==> src/rtl/regoff_agu_pkg.sv <==
package regoff_agu_pkg;

   // shift kinds
   localparam logic [2:0] SHK_LSL = 3'd0;
   localparam logic [2:0] SHK_LSR = 3'd1;
   localparam logic [2:0] SHK_ASR = 3'd2;
   localparam logic [2:0] SHK_ROR = 3'd3;
   localparam logic [2:0] SHK_RRX = 3'd4;

   // indexing modes
   localparam logic [1:0] IDX_OFFSET = 2'd0;
   localparam logic [1:0] IDX_PRE    = 2'd1;
   localparam logic [1:0] IDX_POST   = 2'd2;

   // access sizes
   localparam logic [2:0] SZ_WORD  = 3'd0;
   localparam logic [2:0] SZ_UBYTE = 3'd1;
   localparam logic [2:0] SZ_SBYTE = 3'd2;
   localparam logic [2:0] SZ_UHALF = 3'd3;
   localparam logic [2:0] SZ_SHALF = 3'd4;
   localparam logic [2:0] SZ_DWORD = 3'd5;

endpackage

==> src/rtl/regoff_shifter.sv <==
module regoff_shifter
   import regoff_agu_pkg::*;
#(
   parameter int DATA_W    = 32,
   parameter int AMT_W     = 6,
   parameter int ROT_STYLE = 0
) (
   input  logic [DATA_W-1:0] opnd,
   input  logic [2:0]        kind,
   input  logic [AMT_W-1:0]  amt,
   input  logic              cin,
   output logic [DATA_W-1:0] result
);
   localparam int              LOG_W = $clog2(DATA_W);
   localparam logic [AMT_W-1:0] FULL = AMT_W'(DATA_W);

   logic [DATA_W-1:0] rot_val;
   logic [LOG_W-1:0]  rot_amt;

   assign rot_amt = amt[LOG_W-1:0];

   generate
      if (ROT_STYLE == 0) begin : g_rot_dbl
         logic [2*DATA_W-1:0] dbl;
         always_comb begin
            dbl     = {opnd, opnd} >> rot_amt;
            rot_val = dbl[DATA_W-1:0];
         end
      end else begin : g_rot_or
         logic [LOG_W-1:0] back_amt;
         always_comb begin
            back_amt = LOG_W'(DATA_W - int'(rot_amt));
            if (rot_amt == '0) rot_val = opnd;
            else               rot_val = (opnd >> rot_amt) | (opnd << back_amt);
         end
      end
   endgenerate

   always_comb begin
      case (kind)
         SHK_LSL: result = (amt >= FULL) ? '0 : (opnd << amt);
         SHK_LSR: result = (amt >= FULL) ? '0 : (opnd >> amt);
         SHK_ASR: begin
            if (amt >= FULL) result = {DATA_W{opnd[DATA_W-1]}};
            else             result = DATA_W'($signed(opnd) >>> amt);
         end
         SHK_ROR: result = rot_val;
         SHK_RRX: result = {cin, opnd[DATA_W-1:1]};
         default: result = opnd;
      endcase
   end

endmodule

==> src/rtl/regoff_legal.sv <==
module regoff_legal
   import regoff_agu_pkg::*;
#(
   parameter int DATA_W      = 32,
   parameter int AMT_W       = 6,
   parameter int REG_W       = 4,
   parameter int LINK_REG    = 14,
   parameter int COMPACT_MAX = 3
) (
   input  logic [2:0]       kind,
   input  logic [AMT_W-1:0] amt,
   input  logic [2:0]       size,
   input  logic             is_load,
   input  logic [1:0]       idx_mode,
   input  logic             sub_offs,
   input  logic             compact,
   input  logic [REG_W-1:0] first_reg,
   input  logic [REG_W-1:0] second_reg,
   output logic             bad
);
   localparam logic [AMT_W-1:0] MAX_LEFT = AMT_W'(DATA_W - 1);
   localparam logic [AMT_W-1:0] MAX_RIGHT = AMT_W'(DATA_W);
   localparam logic [AMT_W-1:0] CMAX = AMT_W'(COMPACT_MAX);
   localparam logic [REG_W-1:0] LINK = REG_W'(LINK_REG);

   logic range_bad, shift_none, word_like, size_bad, noshift_bad;
   logic signed_store, pair_bad, compact_bad, mode_bad;

   always_comb begin
      case (kind)
         SHK_LSL: range_bad = (amt > MAX_LEFT);
         SHK_LSR,
         SHK_ASR: range_bad = (amt == '0) || (amt > MAX_RIGHT);
         SHK_ROR: range_bad = (amt == '0) || (amt > MAX_LEFT);
         SHK_RRX: range_bad = 1'b0;
         default: range_bad = 1'b1;
      endcase
   end

   assign shift_none   = (kind == SHK_LSL) && (amt == '0);
   assign word_like    = (size == SZ_WORD) || (size == SZ_UBYTE);
   assign size_bad     = (size > SZ_DWORD);
   assign noshift_bad  = !size_bad && !word_like && !shift_none;
   assign signed_store = !is_load && ((size == SZ_SBYTE) || (size == SZ_SHALF));
   assign pair_bad     = (size == SZ_DWORD) &&
                         (first_reg[0] || (first_reg == LINK) ||
                          (second_reg != REG_W'(first_reg + 1'b1)));
   assign compact_bad  = compact &&
                         (sub_offs || (kind != SHK_LSL) || (amt > CMAX) ||
                          (idx_mode != IDX_OFFSET));
   assign mode_bad     = (idx_mode == 2'd3);

   assign bad = range_bad | size_bad | noshift_bad | signed_store |
                pair_bad | compact_bad | mode_bad;

endmodule

==> src/rtl/regoff_ldext.sv <==
module regoff_ldext
   import regoff_agu_pkg::*;
#(
   parameter int DATA_W = 32
) (
   input  logic [2:0]        size,
   input  logic [DATA_W-1:0] raw,
   output logic [DATA_W-1:0] ext
);
   localparam int HALF_W = 16;
   localparam int BYTE_W = 8;

   always_comb begin
      case (size)
         SZ_UBYTE: ext = {{(DATA_W-BYTE_W){1'b0}}, raw[BYTE_W-1:0]};
         SZ_SBYTE: ext = {{(DATA_W-BYTE_W){raw[BYTE_W-1]}}, raw[BYTE_W-1:0]};
         SZ_UHALF: ext = {{(DATA_W-HALF_W){1'b0}}, raw[HALF_W-1:0]};
         SZ_SHALF: ext = {{(DATA_W-HALF_W){raw[HALF_W-1]}}, raw[HALF_W-1:0]};
         default:  ext = raw;
      endcase
   end

endmodule

==> src/rtl/regoff_agu.sv <==
module regoff_agu
   import regoff_agu_pkg::*;
#(
   parameter int DATA_W      = 32,
   parameter int AMT_W       = 6,
   parameter int REG_W       = 4,
   parameter int LINK_REG    = 14,
   parameter int COMPACT_MAX = 3,
   parameter int ROT_STYLE   = 0
) (
   input  logic              clk,
   input  logic              rst_n,
   input  logic              req_valid,
   input  logic [DATA_W-1:0] base_val,
   input  logic [DATA_W-1:0] offs_val,
   input  logic              sub_offs,
   input  logic [2:0]        shift_kind,
   input  logic [AMT_W-1:0]  shift_amt,
   input  logic              carry_in,
   input  logic [1:0]        idx_mode,
   input  logic [2:0]        acc_size,
   input  logic              is_load,
   input  logic [REG_W-1:0]  first_reg,
   input  logic [REG_W-1:0]  second_reg,
   input  logic              compact_mode,
   input  logic [DATA_W-1:0] load_raw,
   output logic              out_valid,
   output logic [DATA_W-1:0] mem_addr,
   output logic              wb_en,
   output logic [DATA_W-1:0] wb_value,
   output logic              illegal,
   output logic [DATA_W-1:0] load_ext
);
   generate
      if (DATA_W < 16 || (DATA_W & (DATA_W - 1)) != 0) begin : g_bad_width
         $error("regoff_agu: DATA_W must be a power of two of at least 16");
      end
      if ((1 << (AMT_W - 1)) < DATA_W) begin : g_bad_amt
         $error("regoff_agu: AMT_W too narrow to encode a full-width shift");
      end
      if (LINK_REG >= (1 << REG_W)) begin : g_bad_link
         $error("regoff_agu: LINK_REG outside register index range");
      end
      if (ROT_STYLE < 0 || ROT_STYLE > 1) begin : g_bad_rot
         $error("regoff_agu: ROT_STYLE must be 0 or 1");
      end
   endgenerate

   logic [DATA_W-1:0] shifted;
   logic [DATA_W-1:0] indexed;
   logic [DATA_W-1:0] next_addr;
   logic              next_wb;
   logic              rule_bad;

   regoff_shifter #(
      .DATA_W   (DATA_W),
      .AMT_W    (AMT_W),
      .ROT_STYLE(ROT_STYLE)
   ) u_shift (
      .opnd  (offs_val),
      .kind  (shift_kind),
      .amt   (shift_amt),
      .cin   (carry_in),
      .result(shifted)
   );

   regoff_legal #(
      .DATA_W     (DATA_W),
      .AMT_W      (AMT_W),
      .REG_W      (REG_W),
      .LINK_REG   (LINK_REG),
      .COMPACT_MAX(COMPACT_MAX)
   ) u_legal (
      .kind      (shift_kind),
      .amt       (shift_amt),
      .size      (acc_size),
      .is_load   (is_load),
      .idx_mode  (idx_mode),
      .sub_offs  (sub_offs),
      .compact   (compact_mode),
      .first_reg (first_reg),
      .second_reg(second_reg),
      .bad       (rule_bad)
   );

   regoff_ldext #(
      .DATA_W(DATA_W)
   ) u_ldext (
      .size(acc_size),
      .raw (load_raw),
      .ext (load_ext)
   );

   assign indexed   = sub_offs ? (base_val - shifted) : (base_val + shifted);
   assign next_addr = (idx_mode == IDX_POST) ? base_val : indexed;
   assign next_wb   = !rule_bad && ((idx_mode == IDX_PRE) || (idx_mode == IDX_POST));

   always_ff @(posedge clk or negedge rst_n) begin
      if (!rst_n) begin
         out_valid <= 1'b0;
         wb_en     <= 1'b0;
         mem_addr  <= '0;
         wb_value  <= '0;
         illegal   <= 1'b0;
      end else begin
         out_valid <= req_valid;
         wb_en     <= req_valid && next_wb;
         if (req_valid) begin
            mem_addr <= next_addr;
            wb_value <= indexed;
            illegal  <= rule_bad;
         end
      end
   end

endmodule

==> config.mk <==
export PLATFORM = sky130hd
export DESIGN_NAME = regoff_agu
export DESIGN_NICKNAME = d
export VERILOG_FILES = /design/src/rtl/regoff_agu_pkg.sv /design/src/rtl/regoff_shifter.sv /design/src/rtl/regoff_legal.sv /design/src/rtl/regoff_ldext.sv /design/src/rtl/regoff_agu.sv
export SDC_FILE = /design/constraint.sdc
export NUM_CORES = 1
export LEC_CHECK = 0
export BUFFER_PORTS_ARGS = -buffer_cell sky130_fd_sc_hd__buf_2
export CAP_MARGIN = 20
export CELL_PAD_IN_SITES_DETAIL_PLACEMENT = 1
export CELL_PAD_IN_SITES_GLOBAL_PLACEMENT = 2
export CORE_ASPECT_RATIO = 2
export CORE_MARGIN = 4
export CORE_UTILIZATION = 34
export DETAILED_ROUTE_END_ITERATION = 10
export PLACE_DENSITY = 0.87
export SYNTH_ARGS = -nofsm -noshare
export SYNTH_HDL_FRONTEND = slang
export SYNTH_HIERARCHICAL = 1
export SYNTH_SLANG_ARGS = --single-unit
==> constraint.sdc <==
create_clock -name clk -period 1.3 [get_ports clk]
set_input_delay 0.13 -clock clk [delete_from_list [all_inputs] [get_ports clk]]
set_output_delay 0.13 -clock clk [all_outputs]
set_load 0.05 [all_outputs]
==> impl_metrics.tcl, run 1 <==
set metrics [dict create \
    synth_area_um2 12500 \
    start_util_pct 34.3 \
    error "[ERROR GRT-0116] Global routing finished with congestion. Check the congestion regions in the DRC Viewer." \
    gp_congestion 1.45 \
    yosysWarnings 6 \
    cts_root_buf "clkbuf_16" \
    preCtsSetupSlack_ns -4.63 \
    ys_ff_latch 67 \
    numCtsBuffers 9 \
    io_pins 224 \
    syn_inst 1605 \
    placementRows 99 \
    overflow 106 \
    synth_ff_type "dfrtp_1" \
    ys_types 102 \
    io_buffers 209 \
    place.detailed.hpwl_mm 68.4 \
    outcome "aborted with a tool error" \
    dpl_cell_area_um2 18600 \
    synth_edf_count 0 \
    grt_max_degree 64 \
    synth.avg_cell_area_um2 7.78 \
    cts_sinks 67 \
    grt_pass1_wl_mm 164 \
    die-width_um 144 \
    synthArstFlopShare_pct 100 \
    first_global_vias 23100 \
    synth_nets 1766 \
    die_h_um 279 \
    lastStage "5_1_grt" \
    grt_usage_pct 54.4 \
    clk_path_buf_depth 2 \
    h-tree-depth 3 \
    ys_seq_area_share_pct 13.4 \
    place_inst 2731 \
]
[per-stage QoR]
step / hold WS [ns] / util [%]
after CTS: 0.0827 / 57.2
after global placement: 0.133 / 51.0
after floorplan: -0.166 / -
after detailed placement: 0.128 / 51.1
[repair_timing]
item,in CTS
hold endpoints to repair,16
endpoints found under the setup margin,90
buffers inserted,60
pin swaps,92
gates cloned,2
hold buffers,1
gates resized for setup,313
[logic make-up after synthesis]
family,after synthesis,share of synthesized area [%]
compound gates,500,27.9
xor+xnor,61,4.51
fa+ha+maj,37,3.76
buf+inv,187,7.61
flops,67,13.4
mux,236,23.3
simple gates,517,19.4
[synthesized netlist by cell type (all sizes together) (13+ instances only)]
master | n | share of area (%)
nand2b | 23 | 1.2
ha | 35 | 3.5
o21ai | 63 | 2.5
o211ai | 20 | 1.2
nand4 | 15 | 0.75
nand2 | 143 | 4.3
xnor2 | 45 | 3.2
xor2 | 15 | 1.1
o22ai | 29 | 1.5
nor3 | 38 | 1.6
clkbuf | 83 | 2.5
a21oi | 142 | 6.1
a22oi | 30 | 1.8
nand3 | 32 | 1.3
buf | 76 | 4.2
nor2 | 181 | 5.5
inv | 28 | 0.84
mux2i | 137 | 11
a211oi | 19 | 1.1
a31oi | 26 | 1.3
a221oi | 13 | 1.1
a32o | 16 | 1.3
mux4 | 36 | 6.5
a21o | 21 | 1.3
dfrtp | 67 | 13
mux2 | 63 | 5.7
[metal layers]
layer  GRT overflow  global-route usage, %
met4             59                   58.4
met2             43                   77.2
met5              0                   9.15
met1              1                   50.5
met3              3                   31.4
==> run 2, diff against run 1 <==
CELL_PAD_IN_SITES_DETAIL_PLACEMENT = not set   (was 1)
CELL_PAD_IN_SITES_GLOBAL_PLACEMENT = not set   (was 2)
CORE_ASPECT_RATIO = not set   (was 2)
CORE_UTILIZATION = 25   (was 34)
PLACE_DENSITY = not set   (was 0.87)
PLACE_DENSITY_LB_ADDON = 0.15   (was not set)
==> run 2 against run 1 <==
The flow now finishes, with violations (negative setup slack). Synthesized cell count unchanged. Area after synthesis unchanged.
==> impl_metrics.tcl, run 2 <==
set metrics [dict create \
    h-tree-depth 3 \
    violations "negative setup slack" \
    max_stage_delay_ns 0.48 \
    min_period_over_period_pct 370 \
    synth_area_leader_cell "dfrtp_1" \
    diodes 0 \
    worst_slew_pin_slew_ns 0.649 \
    vias_per_cell 5.43 \
    die_h_um 231 \
    synth_top_family_by_area "compound AO/OA/AOI/OAI gates" \
    yosysMostFrequentCell "nor2_1" \
    netlist_top_cells_area "dfrtp_1, mux2i_1, mux4_2" \
    synth.avg_cell_area_um2 7.78 \
    grt-busiest-layer "met2" \
    io_buffers 209 \
    syn_inst 1605 \
    dr.pass1.iters 5 \
    place_inst 2993 \
    cts_root_buf "clkbuf_16" \
    min_path_type "in -> reg" \
    grt_max_degree 69 \
    slew_violations 0 \
    yosysWarnings 6 \
    clock_latency_ns 0.34 \
    synth_fa_ha_area_share_pct 3.76 \
    peakVddDrop_v 0.000788 \
    power.total_mw 22.8 \
    most-common-layout-cells "buf_4, buf_2, nor2_1" \
    reg_top3 "mem_addr (32), wb_value (32)" \
    outcome "finished with violations" \
    slew_headroom_pct 56.1 \
    clock.fmax_mhz 208 \
    synth_compound_area_share_pct 27.9 \
    preCtsSetupSlack_ns -4.34 \
    required_ns 1.51 \
    grt_pass1_wl_mm 109 \
    fillers 4906 \
    finalSetupViolations 65 \
    final.setup.worst_slack_ns -3.51 \
    synth-simple-area-share_pct 19.4 \
    grt_util_met2_pct 45.3 \
    ys_seq_area_share_pct 13.4 \
    synth.mux.area_fraction_pct 23.3 \
    finalHoldViolations 0 \
    clk_path_buf_depth 2 \
    wirelength_mm 75.5 \
    drt_iter0_drc 1235 \
    core_region_area_um2 49200 \
    first_global_vias 17100 \
    crit_fanout 7 \
    area_growth_pct 79.0 \
    grt_usage_pct 26.7 \
    clk_pin_slew_ns 0.06 \
    overflow 0 \
    synth_ff_type "dfrtp_1" \
    via_count 16800 \
    start_util_pct 25.4 \
    ys_ff_latch 67 \
    cellLeakagePower_nw 10.0 \
    layout.cells.non_filler 3095 \
    drtAntennaViolNets 0 \
    synth-xor-area-share_pct 4.51 \
    nNetsFinal 2587 \
    grt_antenna_before_repair 0 \
    arrival_ns 5.02 \
    cp_cell_sequence "buf_16, buf_12, buf_4, buf_4, mux4_2, mux2_2, nor2_1, a21oi_1, a21oi_1, a21oi_2, or4_4, or2_4, nor3_4, buf_6, a21oi_4, xnor2_2, ha_1, a21o_1, a21o_1, a41oi_1, o21a_1, nor2_1, nor4_4, o221ai_1" \
    synth_edf_count 0 \
    synthArstFlopShare_pct 100 \
    gp_congestion 1.02 \
    min_period_ns 4.81 \
    final_util_pct 45.5 \
    die-width_um 231 \
    crit_slowest_cell "mux4_2" \
    maxCapViolCount 0 \
    grt_use_met3_pct 3.63 \
    drive_gt1_share_pct 58.0 \
    synth_nets 1766 \
    synthTopCellsByCount "nor2_1, nand2_1, mux2i_1" \
    synth_top_area_share_pct 13.4 \
    crit_type "in -> reg" \
    ys_types 102 \
    fp.dieArea_um2 53600 \
    numCtsBuffers 9 \
    cts_tree "built" \
    place.detailed.hpwl_mm 61.5 \
    drc 0 \
    routedWlPerCell_um 24.4 \
    io_pins 224 \
    crit_path_end_kind "register" \
    finalClockSkew_ns 0 \
    use_met1_pct 32.9 \
    power.density_nw_per_um2 1020 \
    rsz0062_at_grt "yes" \
    placementRows 81 \
    startpoint_type "input port" \
    cts_sinks 67 \
    synth_area_um2 12500 \
    layout.cells.most_common "buf_4" \
]
## run 2: logic make-up after synthesis
kind of cell / count (synthesis)
XOR/XNOR: 61
AO/OA/AOI/OAI: 500
buffers and inverters: 187
AND/OR/NAND/NOR: 517
flip-flops: 67
adder cells (fa/ha/maj): 37
multiplexers: 236
## run 2: critical path, delay by kind of cell
kind                       cells  cell delay [ns]
and+or+nand+nor                6             1.42
muxes                          2             0.79
AOI/OAI and AO/OA              9             1.50
xor gates and xnor gates       1             0.15
buffers and inverters          5             0.67
adders and majority gates      1             0.33
## run 2: what timing repair did
item | CTS | global route
gates cloned | 4 | 2
resized for setup | 266 | 179
hold buffers | 1 | 0
setup endpoints to repair | 90 | 89
setup buffers | 54 | 31
pin swaps | 90 | 117
hold endpoints to repair | 67 | 0
## run 2: area by class of cell
| type | instances | area (um2) | share of cell area [%] |
|---|---|---|---|
| Sequential cell | 67 | 1680 | 7.50 |
| Timing Repair Buffer | 969 | 7540 | 33.7 |
| Tap cell | 664 | 831 | 3.72 |
| Clock buffer | 12 | 256 | 1.15 |
| Inverter | 28 | 114 | 0.510 |
| Multi-Input combinational cell | 1351 | 11900 | 53.3 |
| Clock inverter | 4 | 25.0 | 0.112 |
## run 2: per-stage QoR
stage	hold slack, ns	area [um2]	setup TNS, ns
2_1_floorplan	-0.166	13000	-181.15
3_3_place_gp	0.0231	19300	-245.04
3_5_place_dp	0.0218	19300	-245.55
4_1_cts	0.0721	21200	-186.56
5_1_grt	0.103	22300	-201.03
6_report	0.0926	22300	-190.29
## run 2: power by group
part / switching (mW) / internal (mW)
Sequential: 0.450 / 2.87
Clock: 0.946 / 1.39
Combinational: 9.94 / 7.24
## run 2: layer usage
metal | wire, um | part of all wire [%] | vias to the layer above
li1 | - | - | 7727
met3 | 4420 | 5.8 | 217
met2 | 35500 | 47 | 615
met5 | 0 | 0 | -
met4 | 5000 | 6.6 | 0
met1 | 30600 | 41 | 8237
## run 2: worst paths after layout
path / from / end / slack (ns) / cells past startpoint
max: shift_amt[0] / mem_addr[31] / -3.51 / 24
min: base_val[28] / mem_addr[28] / 0.09 / 3
max reg2reg: wb_value[28] / wb_value[28] / 0.52 / 1
min reg2reg: mem_addr[23] / mem_addr[23] / 0.47 / 1
max in group asynchronous: rst_n / mem_addr[30] / 0.56 / 3
min in group asynchronous: rst_n / wb_value[2] / 0.19 / 2
No activity file was read; power rests on OpenSTA's default activity.
